==> config.mk <==
export PLATFORM = sky130hd
export DESIGN_NAME = spec_rob
export DESIGN_NICKNAME = d
export VERILOG_FILES = /design/src/rtl/rob_pkg.sv /design/src/rtl/rob_ptrs.sv /design/src/rtl/rob_store.sv /design/src/rtl/rob_status.sv /design/src/rtl/spec_rob.sv
export SDC_FILE = /design/constraint.sdc
export NUM_CORES = 1
export LEC_CHECK = 0
export ABC_AREA = 1
export BUFFER_PORTS_ARGS = -buffer_cell sky130_fd_sc_hd__buf_2
export CORE_AREA = 2 2 292 294
export CTS_BUF_LIST = sky130_fd_sc_hd__clkbuf_4
export CTS_CLUSTER_SIZE = 30
export DETAILED_ROUTE_END_ITERATION = 6
export DIE_AREA = 0 0 294 296
export PLACE_DENSITY_LB_ADDON = 0.05
export SLEW_MARGIN = 20
export SYNTH_ARGS = -nofsm -noshare
export SYNTH_HDL_FRONTEND = slang
export SYNTH_SLANG_ARGS = --single-unit
==> constraint.sdc <==
create_clock -name clk_i -period 7.1 [get_ports clk_i]
set_input_delay 0.71 -clock clk_i [delete_from_list [all_inputs] [get_ports clk_i]]
set_output_delay 0.71 -clock clk_i [all_outputs]
set_load 0.02 [all_outputs]
==> src/rtl/rob_pkg.sv <==
package rob_pkg;
  typedef enum logic [1:0] {
    K_REG    = 2'd0,
    K_STORE  = 2'd1,
    K_BRANCH = 2'd2,
    K_NOP    = 2'd3
  } rob_kind_e;
endpackage

==> src/rtl/rob_ptrs.sv <==
module rob_ptrs #(
  parameter int DEPTH = 8,
  localparam int TAG_W = $clog2(DEPTH),
  localparam int CNT_W = $clog2(DEPTH + 1)
) (
  input  logic             clk_i,
  input  logic             rst_ni,
  input  logic             push_i,
  input  logic             pop_i,
  input  logic             clear_i,
  output logic [TAG_W-1:0] head_o,
  output logic [TAG_W-1:0] tail_o,
  output logic             full_o,
  output logic             empty_o
);
  logic [TAG_W-1:0] head_q, tail_q;
  logic [CNT_W-1:0] count_q;

  always_ff @(posedge clk_i or negedge rst_ni) begin
    if (!rst_ni) begin
      head_q  <= '0;
      tail_q  <= '0;
      count_q <= '0;
    end else if (clear_i) begin
      head_q  <= '0;
      tail_q  <= '0;
      count_q <= '0;
    end else begin
      if (pop_i)  head_q <= head_q + TAG_W'(1);
      if (push_i) tail_q <= tail_q + TAG_W'(1);
      count_q <= count_q + CNT_W'(push_i) - CNT_W'(pop_i);
    end
  end

  assign head_o  = head_q;
  assign tail_o  = tail_q;
  assign full_o  = (count_q == CNT_W'(DEPTH));
  assign empty_o = (count_q == '0);

  p_count_bound_r3: assert property (@(posedge clk_i) disable iff (!rst_ni)
    count_q <= CNT_W'(DEPTH));
  p_no_overflow_r3: assert property (@(posedge clk_i) disable iff (!rst_ni)
    full_o |-> !push_i);
  p_no_underflow_r6: assert property (@(posedge clk_i) disable iff (!rst_ni)
    empty_o |-> !pop_i);
  p_ptr_match_r3: assert property (@(posedge clk_i) disable iff (!rst_ni)
    (full_o || empty_o) |-> (head_q == tail_q));
  p_head_step_r6: assert property (@(posedge clk_i) disable iff (!rst_ni)
    (pop_i && !clear_i) |=> head_o == TAG_W'($past(head_o) + TAG_W'(1)));
  p_clear_empty_r9: assert property (@(posedge clk_i) disable iff (!rst_ni)
    clear_i |=> (empty_o && head_o == '0 && tail_o == '0));
endmodule

==> src/rtl/rob_store.sv <==
module rob_store
  import rob_pkg::*;
#(
  parameter int DEPTH   = 8,
  parameter int XLEN    = 32,
  parameter int REG_W   = 5,
  parameter int NUM_SRC = 2,
  localparam int TAG_W  = $clog2(DEPTH)
) (
  input  logic                            clk_i,
  input  logic                            rst_ni,
  input  logic                            clear_i,
  input  logic                            alloc_i,
  input  logic [TAG_W-1:0]                alloc_tag_i,
  input  rob_kind_e                       alloc_kind_i,
  input  logic [REG_W-1:0]                alloc_dest_i,
  input  logic                            cdb_valid_i,
  input  logic [TAG_W-1:0]                cdb_tag_i,
  input  logic [XLEN-1:0]                 cdb_value_i,
  input  logic                            cdb_mis_i,
  input  logic                            retire_i,
  input  logic [TAG_W-1:0]                head_i,
  input  logic [NUM_SRC-1:0][TAG_W-1:0]   rd_tag_i,
  output logic [NUM_SRC-1:0]              rd_done_o,
  output logic [NUM_SRC-1:0][XLEN-1:0]    rd_value_o,
  output logic                            head_valid_o,
  output logic                            head_done_o,
  output logic                            head_mis_o,
  output rob_kind_e                       head_kind_o,
  output logic [REG_W-1:0]                head_dest_o,
  output logic [XLEN-1:0]                 head_value_o
);
  logic [DEPTH-1:0] valid_q, done_q, mis_q;
  rob_kind_e        kind_q  [DEPTH];
  logic [REG_W-1:0] dest_q  [DEPTH];
  logic [XLEN-1:0]  value_q [DEPTH];

  logic cdb_hit;
  assign cdb_hit = cdb_valid_i && valid_q[cdb_tag_i] && !done_q[cdb_tag_i];

  always_ff @(posedge clk_i or negedge rst_ni) begin
    if (!rst_ni) begin
      valid_q <= '0;
      done_q  <= '0;
      mis_q   <= '0;
      for (int i = 0; i < DEPTH; i++) begin
        kind_q[i]  <= K_NOP;
        dest_q[i]  <= '0;
        value_q[i] <= '0;
      end
    end else if (clear_i) begin
      valid_q <= '0;
      done_q  <= '0;
      mis_q   <= '0;
    end else begin
      if (alloc_i) begin
        valid_q[alloc_tag_i] <= 1'b1;
        done_q[alloc_tag_i]  <= 1'b0;
        mis_q[alloc_tag_i]   <= 1'b0;
        kind_q[alloc_tag_i]  <= alloc_kind_i;
        dest_q[alloc_tag_i]  <= alloc_dest_i;
        value_q[alloc_tag_i] <= '0;
      end
      if (cdb_hit) begin
        done_q[cdb_tag_i]  <= 1'b1;
        mis_q[cdb_tag_i]   <= cdb_mis_i;
        value_q[cdb_tag_i] <= cdb_value_i;
      end
      if (retire_i) valid_q[head_i] <= 1'b0;
    end
  end

  for (genvar g = 0; g < NUM_SRC; g++) begin : g_rd
    assign rd_done_o[g]  = valid_q[rd_tag_i[g]] && done_q[rd_tag_i[g]];
    assign rd_value_o[g] = value_q[rd_tag_i[g]];
  end

  assign head_valid_o = valid_q[head_i];
  assign head_done_o  = done_q[head_i];
  assign head_mis_o   = mis_q[head_i];
  assign head_kind_o  = kind_q[head_i];
  assign head_dest_o  = dest_q[head_i];
  assign head_value_o = value_q[head_i];

  p_cdb_capture_r4: assert property (@(posedge clk_i) disable iff (!rst_ni)
    (cdb_hit && !clear_i) |=>
      (done_q[$past(cdb_tag_i)] && value_q[$past(cdb_tag_i)] == $past(cdb_value_i)));
  p_retire_done_r6: assert property (@(posedge clk_i) disable iff (!rst_ni)
    retire_i |-> (valid_q[head_i] && done_q[head_i]));
  p_alloc_free_r2: assert property (@(posedge clk_i) disable iff (!rst_ni)
    alloc_i |-> !valid_q[alloc_tag_i]);
endmodule

==> src/rtl/rob_status.sv <==
module rob_status #(
  parameter int NREG    = 32,
  parameter int TAG_W   = 3,
  parameter int NUM_SRC = 2,
  localparam int REG_W  = $clog2(NREG)
) (
  input  logic                            clk_i,
  input  logic                            rst_ni,
  input  logic                            flush_i,
  input  logic                            set_i,
  input  logic [REG_W-1:0]                set_idx_i,
  input  logic [TAG_W-1:0]                set_tag_i,
  input  logic                            clr_i,
  input  logic [REG_W-1:0]                clr_idx_i,
  input  logic [TAG_W-1:0]                clr_tag_i,
  input  logic [NUM_SRC-1:0][REG_W-1:0]   rd_idx_i,
  output logic [NUM_SRC-1:0]              rd_busy_o,
  output logic [NUM_SRC-1:0][TAG_W-1:0]   rd_tag_o
);
  logic [NREG-1:0]  map_valid_q;
  logic [TAG_W-1:0] map_tag_q [NREG];
  logic             clr_match;

  assign clr_match = clr_i && map_valid_q[clr_idx_i] && (map_tag_q[clr_idx_i] == clr_tag_i);

  always_ff @(posedge clk_i or negedge rst_ni) begin
    if (!rst_ni) begin
      map_valid_q <= '0;
      for (int i = 0; i < NREG; i++) map_tag_q[i] <= '0;
    end else if (flush_i) begin
      map_valid_q <= '0;
    end else begin
      if (clr_match) map_valid_q[clr_idx_i] <= 1'b0;
      // a same-cycle allocation to the same register wins over the clear
      if (set_i) begin
        map_valid_q[set_idx_i] <= 1'b1;
        map_tag_q[set_idx_i]   <= set_tag_i;
      end
    end
  end

  for (genvar g = 0; g < NUM_SRC; g++) begin : g_rd
    assign rd_busy_o[g] = map_valid_q[rd_idx_i[g]];
    assign rd_tag_o[g]  = map_tag_q[rd_idx_i[g]];
  end

  p_keep_younger_r8: assert property (@(posedge clk_i) disable iff (!rst_ni)
    (clr_i && !flush_i && map_valid_q[clr_idx_i] && map_tag_q[clr_idx_i] != clr_tag_i)
      |=> map_valid_q[$past(clr_idx_i)]);
  p_set_map_r5: assert property (@(posedge clk_i) disable iff (!rst_ni)
    (set_i && !flush_i) |=>
      (map_valid_q[$past(set_idx_i)] && map_tag_q[$past(set_idx_i)] == $past(set_tag_i)));
  p_flush_map_r9: assert property (@(posedge clk_i) disable iff (!rst_ni)
    flush_i |=> (map_valid_q == '0));
endmodule

==> src/rtl/spec_rob.sv <==
module spec_rob
  import rob_pkg::*;
#(
  parameter int DEPTH   = 8,
  parameter int XLEN    = 32,
  parameter int NREG    = 32,
  parameter int NUM_SRC = 2,
  localparam int TAG_W  = $clog2(DEPTH),
  localparam int REG_W  = $clog2(NREG)
) (
  input  logic                           clk_i,
  input  logic                           rst_ni,
  input  logic                           alloc_req_i,
  input  logic                           rs_free_i,
  input  logic [1:0]                     alloc_kind_i,
  input  logic [REG_W-1:0]               alloc_dest_i,
  output logic                           alloc_grant_o,
  output logic [TAG_W-1:0]               alloc_tag_o,
  output logic                           full_o,
  output logic                           empty_o,
  input  logic                           cdb_valid_i,
  input  logic [TAG_W-1:0]               cdb_tag_i,
  input  logic [XLEN-1:0]                cdb_value_i,
  input  logic                           cdb_mispredict_i,
  input  logic [NUM_SRC-1:0][REG_W-1:0]  src_reg_i,
  output logic [NUM_SRC-1:0]             src_busy_o,
  output logic [NUM_SRC-1:0]             src_ready_o,
  output logic [NUM_SRC-1:0][TAG_W-1:0]  src_tag_o,
  output logic [NUM_SRC-1:0][XLEN-1:0]   src_value_o,
  output logic                           commit_valid_o,
  output logic                           commit_reg_we_o,
  output logic                           commit_store_o,
  output logic [REG_W-1:0]               commit_idx_o,
  output logic [XLEN-1:0]                commit_value_o,
  output logic [TAG_W-1:0]               commit_tag_o,
  output logic                           flush_o
);
  logic [TAG_W-1:0] head, tail;
  logic             full, empty;
  logic             grant, retire, flush;
  rob_kind_e        kind_in;
  logic             head_valid, head_done, head_mis;
  rob_kind_e        head_kind;
  logic [REG_W-1:0] head_dest;
  logic [XLEN-1:0]  head_value;
  logic [NUM_SRC-1:0]            map_busy, slot_done;
  logic [NUM_SRC-1:0][TAG_W-1:0] map_tag;
  logic [NUM_SRC-1:0][XLEN-1:0]  slot_value;

  assign kind_in = rob_kind_e'(alloc_kind_i);
  assign flush   = head_valid && head_done && head_mis && (head_kind == K_BRANCH);
  assign retire  = head_valid && head_done && !flush;
  assign grant   = alloc_req_i && rs_free_i && !full && !flush;

  rob_ptrs #(.DEPTH(DEPTH)) i_ptrs (
    .clk_i   (clk_i),
    .rst_ni  (rst_ni),
    .push_i  (grant),
    .pop_i   (retire),
    .clear_i (flush),
    .head_o  (head),
    .tail_o  (tail),
    .full_o  (full),
    .empty_o (empty)
  );

  rob_store #(
    .DEPTH(DEPTH), .XLEN(XLEN), .REG_W(REG_W), .NUM_SRC(NUM_SRC)
  ) i_store (
    .clk_i        (clk_i),
    .rst_ni       (rst_ni),
    .clear_i      (flush),
    .alloc_i      (grant),
    .alloc_tag_i  (tail),
    .alloc_kind_i (kind_in),
    .alloc_dest_i (alloc_dest_i),
    .cdb_valid_i  (cdb_valid_i),
    .cdb_tag_i    (cdb_tag_i),
    .cdb_value_i  (cdb_value_i),
    .cdb_mis_i    (cdb_mispredict_i),
    .retire_i     (retire),
    .head_i       (head),
    .rd_tag_i     (map_tag),
    .rd_done_o    (slot_done),
    .rd_value_o   (slot_value),
    .head_valid_o (head_valid),
    .head_done_o  (head_done),
    .head_mis_o   (head_mis),
    .head_kind_o  (head_kind),
    .head_dest_o  (head_dest),
    .head_value_o (head_value)
  );

  rob_status #(.NREG(NREG), .TAG_W(TAG_W), .NUM_SRC(NUM_SRC)) i_status (
    .clk_i     (clk_i),
    .rst_ni    (rst_ni),
    .flush_i   (flush),
    .set_i     (grant && (kind_in == K_REG)),
    .set_idx_i (alloc_dest_i),
    .set_tag_i (tail),
    .clr_i     (retire && (head_kind == K_REG)),
    .clr_idx_i (head_dest),
    .clr_tag_i (head),
    .rd_idx_i  (src_reg_i),
    .rd_busy_o (map_busy),
    .rd_tag_o  (map_tag)
  );

  assign alloc_grant_o   = grant;
  assign alloc_tag_o     = tail;
  assign full_o          = full;
  assign empty_o         = empty;
  assign src_busy_o      = map_busy;
  assign src_ready_o     = map_busy & slot_done;
  assign src_tag_o       = map_tag;
  assign src_value_o     = slot_value;
  assign commit_valid_o  = retire;
  assign commit_reg_we_o = retire && (head_kind == K_REG);
  assign commit_store_o  = retire && (head_kind == K_STORE);
  assign commit_idx_o    = head_dest;
  assign commit_value_o  = head_value;
  assign commit_tag_o    = head;
  assign flush_o         = flush;

  p_flush_single_r9: assert property (@(posedge clk_i) disable iff (!rst_ni)
    flush_o |=> (!flush_o && !commit_valid_o && empty_o));
  p_grant_fill_r2: assert property (@(posedge clk_i) disable iff (!rst_ni)
    (alloc_grant_o && !commit_valid_o) |=> !empty_o);
  p_kind_excl_r7: assert property (@(posedge clk_i) disable iff (!rst_ni)
    $countones({commit_reg_we_o, commit_store_o, flush_o}) <= 1);
  p_commit_nonempty_r6: assert property (@(posedge clk_i) disable iff (!rst_ni)
    commit_valid_o |-> !empty_o);
endmodule

==> impl_metrics.tcl, run 1 <==
set metrics [dict create \
    critPathKind "flop to output pin" \
    p_leak_nw 15.5 \
    cts_resized 0 \
    multiInputGateArea_um2 14400 \
    ff2ff_path_depth 20 \
    synth_cells 4121 \
    root_buffer "clkbuf_4" \
    row_count 107 \
    drv_cap 0 \
    routedWlPerCell_um 23.4 \
    rsz0062_at_grt "no" \
    fillers 9047 \
    synth.avg_cell_area_um2 7.07 \
    wl_met2_um 57400 \
    cts_made_buffers 149 \
    drc_errors 0 \
    powerDensity_nw_per_um2 475 \
    status "finished clean" \
    netlist_area_um2 29100 \
    track_usage_pct 29.1 \
    min_path_type "input port to flop" \
    area_delta_synth_final_pct 13.1 \
    cp.required_ps 6390 \
    register_area_um2 11900 \
    reg2reg_from "i_ptrs.head_o[0]$_DFFE_PN0P_" \
    drv_slew 0 \
    antenna_found_initial 4 \
    synth_flop_cell "dfrtp_1" \
    hold_viol_final 0 \
    core-area_um2 84200 \
    finish.utilization_pct 39.1 \
    gr-total-overflow 0 \
    reg2reg_slack_ps 1890 \
    clk_latency_ps 1080 \
    slew_headroom_pct 22.5 \
    start_util_pct 34.6 \
    tritoncts "done" \
    io_buffers 181 \
    grt_pass1_vias 29289 \
    finClkSkew_ps 71.9 \
    wl_met3_um 8610 \
    routed_via_density 5.56 \
    place.gp.congestion 0.880 \
    first_iter_violations 2677 \
    finalSetupViolations 0 \
    grt_max_degree 199 \
    synth.distinct_cells 48 \
    peakVddDrop_v 0.000414 \
    io_pins 182 \
    ys_seq_area_share_pct 40.8 \
    drtAntennaViolNets 0 \
    num_vias 30224 \
    timing.fmax_mhz 170 \
    total_power_mw 15.7 \
    wl_met1_um 57600 \
    tns_ps 0 \
    routed.top_layer "met4" \
    die_w_um 294 \
    path_clk_slew_ps 70 \
    worstHoldEndpoint "i_store.kind_q[6]$_DFFE_PN1P_" \
    die_y_um 296 \
    cts_buffer_depth 3 \
    min_path_cells 3 \
    dpl_worst_slack_ps 1760 \
    critPathMaxFanout 65 \
    wirelength_um 127000 \
    synthesis.nets 4188 \
    h-tree-depth 4 \
    synth_edf_count 0 \
    clock-sinks 474 \
    hold-worst-slack_ps 91.0 \
    arrival_ps 5170 \
    fin_crit_sh_pct 82.8 \
    dieArea_um2 87000 \
    finalWorstSetupSlack_ps 1220 \
    endpoint_kind "output pin" \
    async_flop_share_pct 100 \
    drive_above_1_share_pct 13.1 \
    reg2reg_to "i_status.map_valid_q[20]$_DFF_PN0_" \
    min_period_ps 5880 \
    post-dp-hpwl_um 75500 \
    ys_seq_elements 474 \
    worstMarginPinSlew_ps 1160 \
    hp-start "alloc_kind_i[0]" \
    grt_pass1_wl_um 191000 \
    startpoint_type "flop" \
    firstDrtPassIters 6 \
    final_nets 4292 \
    ys_warn_count 0 \
]
-- per-layer routing --
| layer | vias to the layer above | track usage [%] |
|---|---|---|
| li1 | 14298 | - |
| met1 | 14491 | 40.6 |
| met2 | 1212 | 45.8 |
| met3 | 223 | 4.40 |
| met4 | 0 | 10.3 |
| met5 | - | 0 |
-- per-stage QoR --
stage	area (um2)	std cells
floorplan	29100	4121
global placement	30900	5155
detailed placement	30900	5155
CTS	32900	5427
global route	33000	5434
finish	33000	5434
-- report_power, final --
group	switching, mW	leakage, nW	internal, mW
clock	1.38	1.14	1.54
combinational	5.76	8.22	2.40
sequential	0.835	6.09	3.76
-- Yosys cell counts (all sizes together), types with 7 or more instances --
master	number	area, um2
nand2	925	3470
o21ai	666	3330
dfrtp	458	11500
inv	458	1720
a21oi	314	1590
o22ai	257	1610
nor2	245	955
clkbuf	179	672
o211ai	174	1310
nand3	160	816
buf	128	647
o2111ai	32	280
o21a	32	240
dfstp	16	420
nor3	16	95.1
or2	11	68.8
nand4	9	87.6
ha	8	100
a221oi	7	61.3
-- registers in the layout, summed over array words and instances (netlist names) --
register              cells
i_ptrs.count_q            4
i_ptrs.head_o             3
i_ptrs.tail_o             3
i_status.map_tag_q       96
i_status.map_valid_q     32
i_store.dest_q           40
i_store.done_q            8
i_store.kind_q           16
i_store.mis_q             8
i_store.valid_q           8
i_store.value_q         256
-- cell families after synthesis --
family | after synthesis | synth area share (%)
adders and majority gates | 9 | 0.412
DFF | 474 | 40.8
and+or+nand+nor | 1371 | 19.0
xor gates and xnor gates | 2 | 0.0601
buffers and inverters | 769 | 10.5
AOI/OAI and AO/OA | 1496 | 29.3
-- layout make-up --
class | instances | area share [%]
Multi-Input combinational cell | 2878 | 43.6
Sequential cell | 474 | 36.1
Inverter | 462 | 5.28
Timing Repair Buffer | 260 | 4.97
Clock buffer | 208 | 4.74
Tap cell | 1090 | 4.14
Clock inverter | 56 | 1.12
Antenna cell | 6 | 0.0456
-- what timing repair did --
item,CTS,global route
endpoints found under the hold margin,60,0
setup endpoints to repair,0,0
hold buffers,8,0
setup buffers,0,0
-- layout by cell type (no fill, tap or decap), types with 16 or more instances in the layout --
cell type	n
dfrtp_1	457
buf_4	63
o211ai_1	174
o21ai_1	51
o21a_1	32
nand3_1	157
o21ai_0	611
buf_2	180
inv_1	442
o22ai_1	257
nand2_1	913
dfstp_2	16
a21oi_1	306
clkinv_1	38
o2111ai_1	32
clkbuf_4	208
nor2_1	237
inv_2	16
-- how the worst max path moves through the flow --
stage                                  from        endpoint  slack, ps  cells past startpoint
4_1_cts        i_ptrs.head_o[0]$_DFFE_PN0P_         flush_o       1110                     10
6_report       i_ptrs.head_o[0]$_DFFE_PN0P_         flush_o       1220                     10
5_1_grt        i_ptrs.head_o[0]$_DFFE_PN0P_         flush_o        920                     10
2_1_floorplan                  src_reg_i[0]  src_ready_o[0]       3350                     12
3_5_place_dp                   src_reg_i[0]  src_value_o[3]       1760                     14
3_3_place_gp                   src_reg_i[0]  src_value_o[3]       1750                     14
-- critical path, cell delays in order, from the launching register on --
cell	delay, ps
dfrtp_4	900
buf_4	730
nand2_1	110
nand3_1	130
nand2_1	90
nor2_1	190
nand3_1	120
or2_2	410
inv_2	580
buf_4	540
buf_2	250
(Power assumes the default switching activity.)
==> inputs of run 2 (changes only) <==
clock period = 6 ns   (was 7.1 ns; I/O delays follow)
==> run 2 against run 1 <==
  * The flow now finishes with violations (DRC)
  * Core utilization increased by 0.43 points
  * Highest routed layer is now met5
  * Clock-buffer cell count decreased by 1
  * Largest cell class unchanged
  * Critical path depth grew 1
  * Sequential share of layout area shrank 0.40 points
  * Worst hold slack improved by 52 ps
  * Sequential cell count unchanged
==> impl_metrics.tcl, run 2 (synthesis results as in run 1) <==
set metrics [dict create \
    status "finished with violations" \
    violations "DRC" \
    slew_headroom_pct 24.5 \
    min_path_type "input port to flop" \
    drc_errors 1 \
    drtAntennaViolNets 0 \
    power.internal_mw 9.04 \
    finClkSkew_ps 93.0 \
    final_cell_mix "nand2_1 (913), o21ai_0 (611), dfrtp_1 (457)" \
    reg2reg_to "i_store.value_q[34]$_DFFE_PN0P_" \
    critPathMaxStageDelay_ps 620 \
    drv_cap 0 \
    wirelength_um 129000 \
    io_pins 182 \
    cts_made_buffers 150 \
    largest_reg_flops 256 \
    drv_slew 0 \
    routed_via_density 5.60 \
    p_sw_share_pct 51.3 \
    cts_resized 0 \
    critPathSlowestCell "dfrtp_4" \
    crit_end "flush_o" \
    p_leak_nw 15.6 \
    grt_max_degree 199 \
    first_iter_violations 2685 \
    grt_pass1_vias 29304 \
    antenna_found_initial 5 \
    arrival_ps 4730 \
    row_count 107 \
    startpoint_type "flop" \
    clockPowerShare_pct 17.9 \
    fin_cells 5460 \
    tritoncts "done" \
    die_y_um 296 \
    final_nets 4338 \
    holdBufCountCts 42 \
    cp.required_ps 5400 \
    finalWorstSetupSlack_ps 668 \
    routedWlPerCell_um 23.6 \
    root_buffer "clkbuf_4" \
    path_buf_inv 5 \
    hold_viol_final 0 \
    h-tree-depth 4 \
    clock-sinks 474 \
    endpoint_kind "output pin" \
    finalSetupViolations 0 \
    dp_cells 5167 \
    cp_top_family "buffers and inverters" \
    critPathKind "flop to output pin" \
    area_delta_synth_final_pct 14.4 \
    grt_pass1_wl_um 193000 \
    critPathMaxFanout 67 \
    worstMarginPinSlew_ps 1130 \
    firstDrtPassIters 7 \
    cts_buffer_depth 3 \
    clk_latency_ps 1030 \
    rsz0062_at_grt "no" \
    min_period_ps 5330 \
    reg_top3 "i_store.value_q: 256 flops, i_status.map_tag_q: 96 flops, i_store.dest_q: 40 flops" \
    gr-total-overflow 0 \
    peakVddDrop_v 0.000524 \
    fin_crit_sh_pct 88.9 \
    die_w_um 294 \
    startpoint "i_ptrs.head_o[0]$_DFFE_PN0P_" \
    timing.fmax_mhz 188 \
    path_depth 11 \
    io_buffers 181 \
    reg2reg_slack_ps 1450 \
    reg2reg_from "i_ptrs.head_o[0]$_DFFE_PN0P_" \
    dpl_worst_slack_ps 1380 \
    core-area_um2 84200 \
    place.gp.congestion 0.897 \
    tns_ps 0 \
    p_comb_share_pct 53.0 \
    layout_commonest_cell "nand2_1" \
    drive_above_1_share_pct 13.2 \
    post_cts_buffers 0 \
    power.switching_mw 9.52 \
    top_register "i_store.value_q" \
    start_util_pct 34.6 \
    track_usage_pct 29.5 \
    num_vias 30577 \
    p_seq_share_pct 29.1 \
    post-dp-hpwl_um 75400 \
    ff2ff_path_depth 11 \
    powerDensity_nw_per_um2 557 \
    crit_chain "inv_4, nand2_1, nand3_1, nand2_1, nor2_1, nand3_1, or2_2, buf_4, inv_2, buf_4, buf_2" \
    dieArea_um2 87000 \
    path_clk_slew_ps 70 \
]
==> run 2: cell count changes in the layout (fill, tap and decap cells not counted), sizes merged <==
cell         delta
dlygate4sd3    +34
buf            +11
clkinv         -11
diode           -4
inv             -3
bufinv          -2
clkinvlp        +2
clkbuf          -1
==> run 2: power groups by stage <==
stage	Clock, mW	Combinational [mW]	Sequential (mW)
after floorplan	0	6.58	5.10
after global placement	0	9.67	5.44
after detailed placement	0	9.69	5.40
after CTS	3.45	9.74	5.37
after global routing	3.61	10.9	5.54
final	3.33	9.83	5.39
==> run 2: worst min path at each step <==
| stage | endpoint | slack [ps] | start | depth (start not counted) |
|---|---|---|---|---|
| after floorplan | i_ptrs.count_q[0]$_DFF_PN0_ | 300 | rst_ni | 0 |
| after global placement | i_store.dest_q[38]$_DFFE_PN0P_ | 460 | i_store.dest_q[38]$_DFFE_PN0P_ | 2 |
| after detailed placement | i_store.dest_q[19]$_DFFE_PN0P_ | 460 | i_store.dest_q[19]$_DFFE_PN0P_ | 2 |
| after CTS | i_ptrs.tail_o[2]$_DFFE_PN0P_ | 8 | alloc_req_i | 5 |
| after global routing | i_store.value_q[56]$_DFFE_PN0P_ | 70 | cdb_value_i[24] | 3 |
| final | i_status.map_valid_q[10]$_DFF_PN0_ | 140 | alloc_dest_i[4] | 4 |
==> run 2: worst register-to-register path: stages (launching register included) <==
cell and delay, ps:
dfrtp_4 620, inv_4 610, nand2_1 200, o211ai_1 140, nand4_1 150, nand2_1 230, or2_2 170, buf_4 580
inv_2 480, a21oi_4 690, buf_4 430, o22ai_1 120
==> run 2: area by class of cell <==
| class | instances | area, um2 |
|---|---|---|
| Clock buffer | 207 | 1550 |
| Multi-Input combinational cell | 2878 | 14400 |
| Sequential cell | 474 | 11900 |
| Antenna cell | 2 | 5.00 |
| Fill cell | 9034 | 50900 |
| Inverter | 462 | 1740 |
| Tap cell | 1090 | 1360 |
| Timing Repair Buffer | 305 | 2110 |
| Clock inverter | 42 | 287 |
==> run 2: through the flow <==
step / instance area [um2] / power (mW) / hold WS, ps / utilization [%]
after detailed placement: 31100 / 15.1 / 465 / 36.9
after global placement: 31000 / 15.1 / 459 / 36.9
after CTS: 33300 / 18.6 / 8.24 / 39.6
after floorplan: 29100 / 11.7 / 304 / -
after global routing: 33300 / 20.1 / 74.2 / 39.6
final: 33300 / 18.6 / 143 / 39.6
==> run 2: metal layers <==
| layer | up-vias | GRT usage, % | wire, um |
|---|---|---|---|
| met4 | 2 | 10.7 | 3660 |
| met5 | - | 0 | 13 |
| li1 | 14392 | - | - |
| met3 | 243 | 5.14 | 9440 |
| met2 | 1308 | 45.8 | 58000 |
| met1 | 14632 | 41.3 | 57800 |
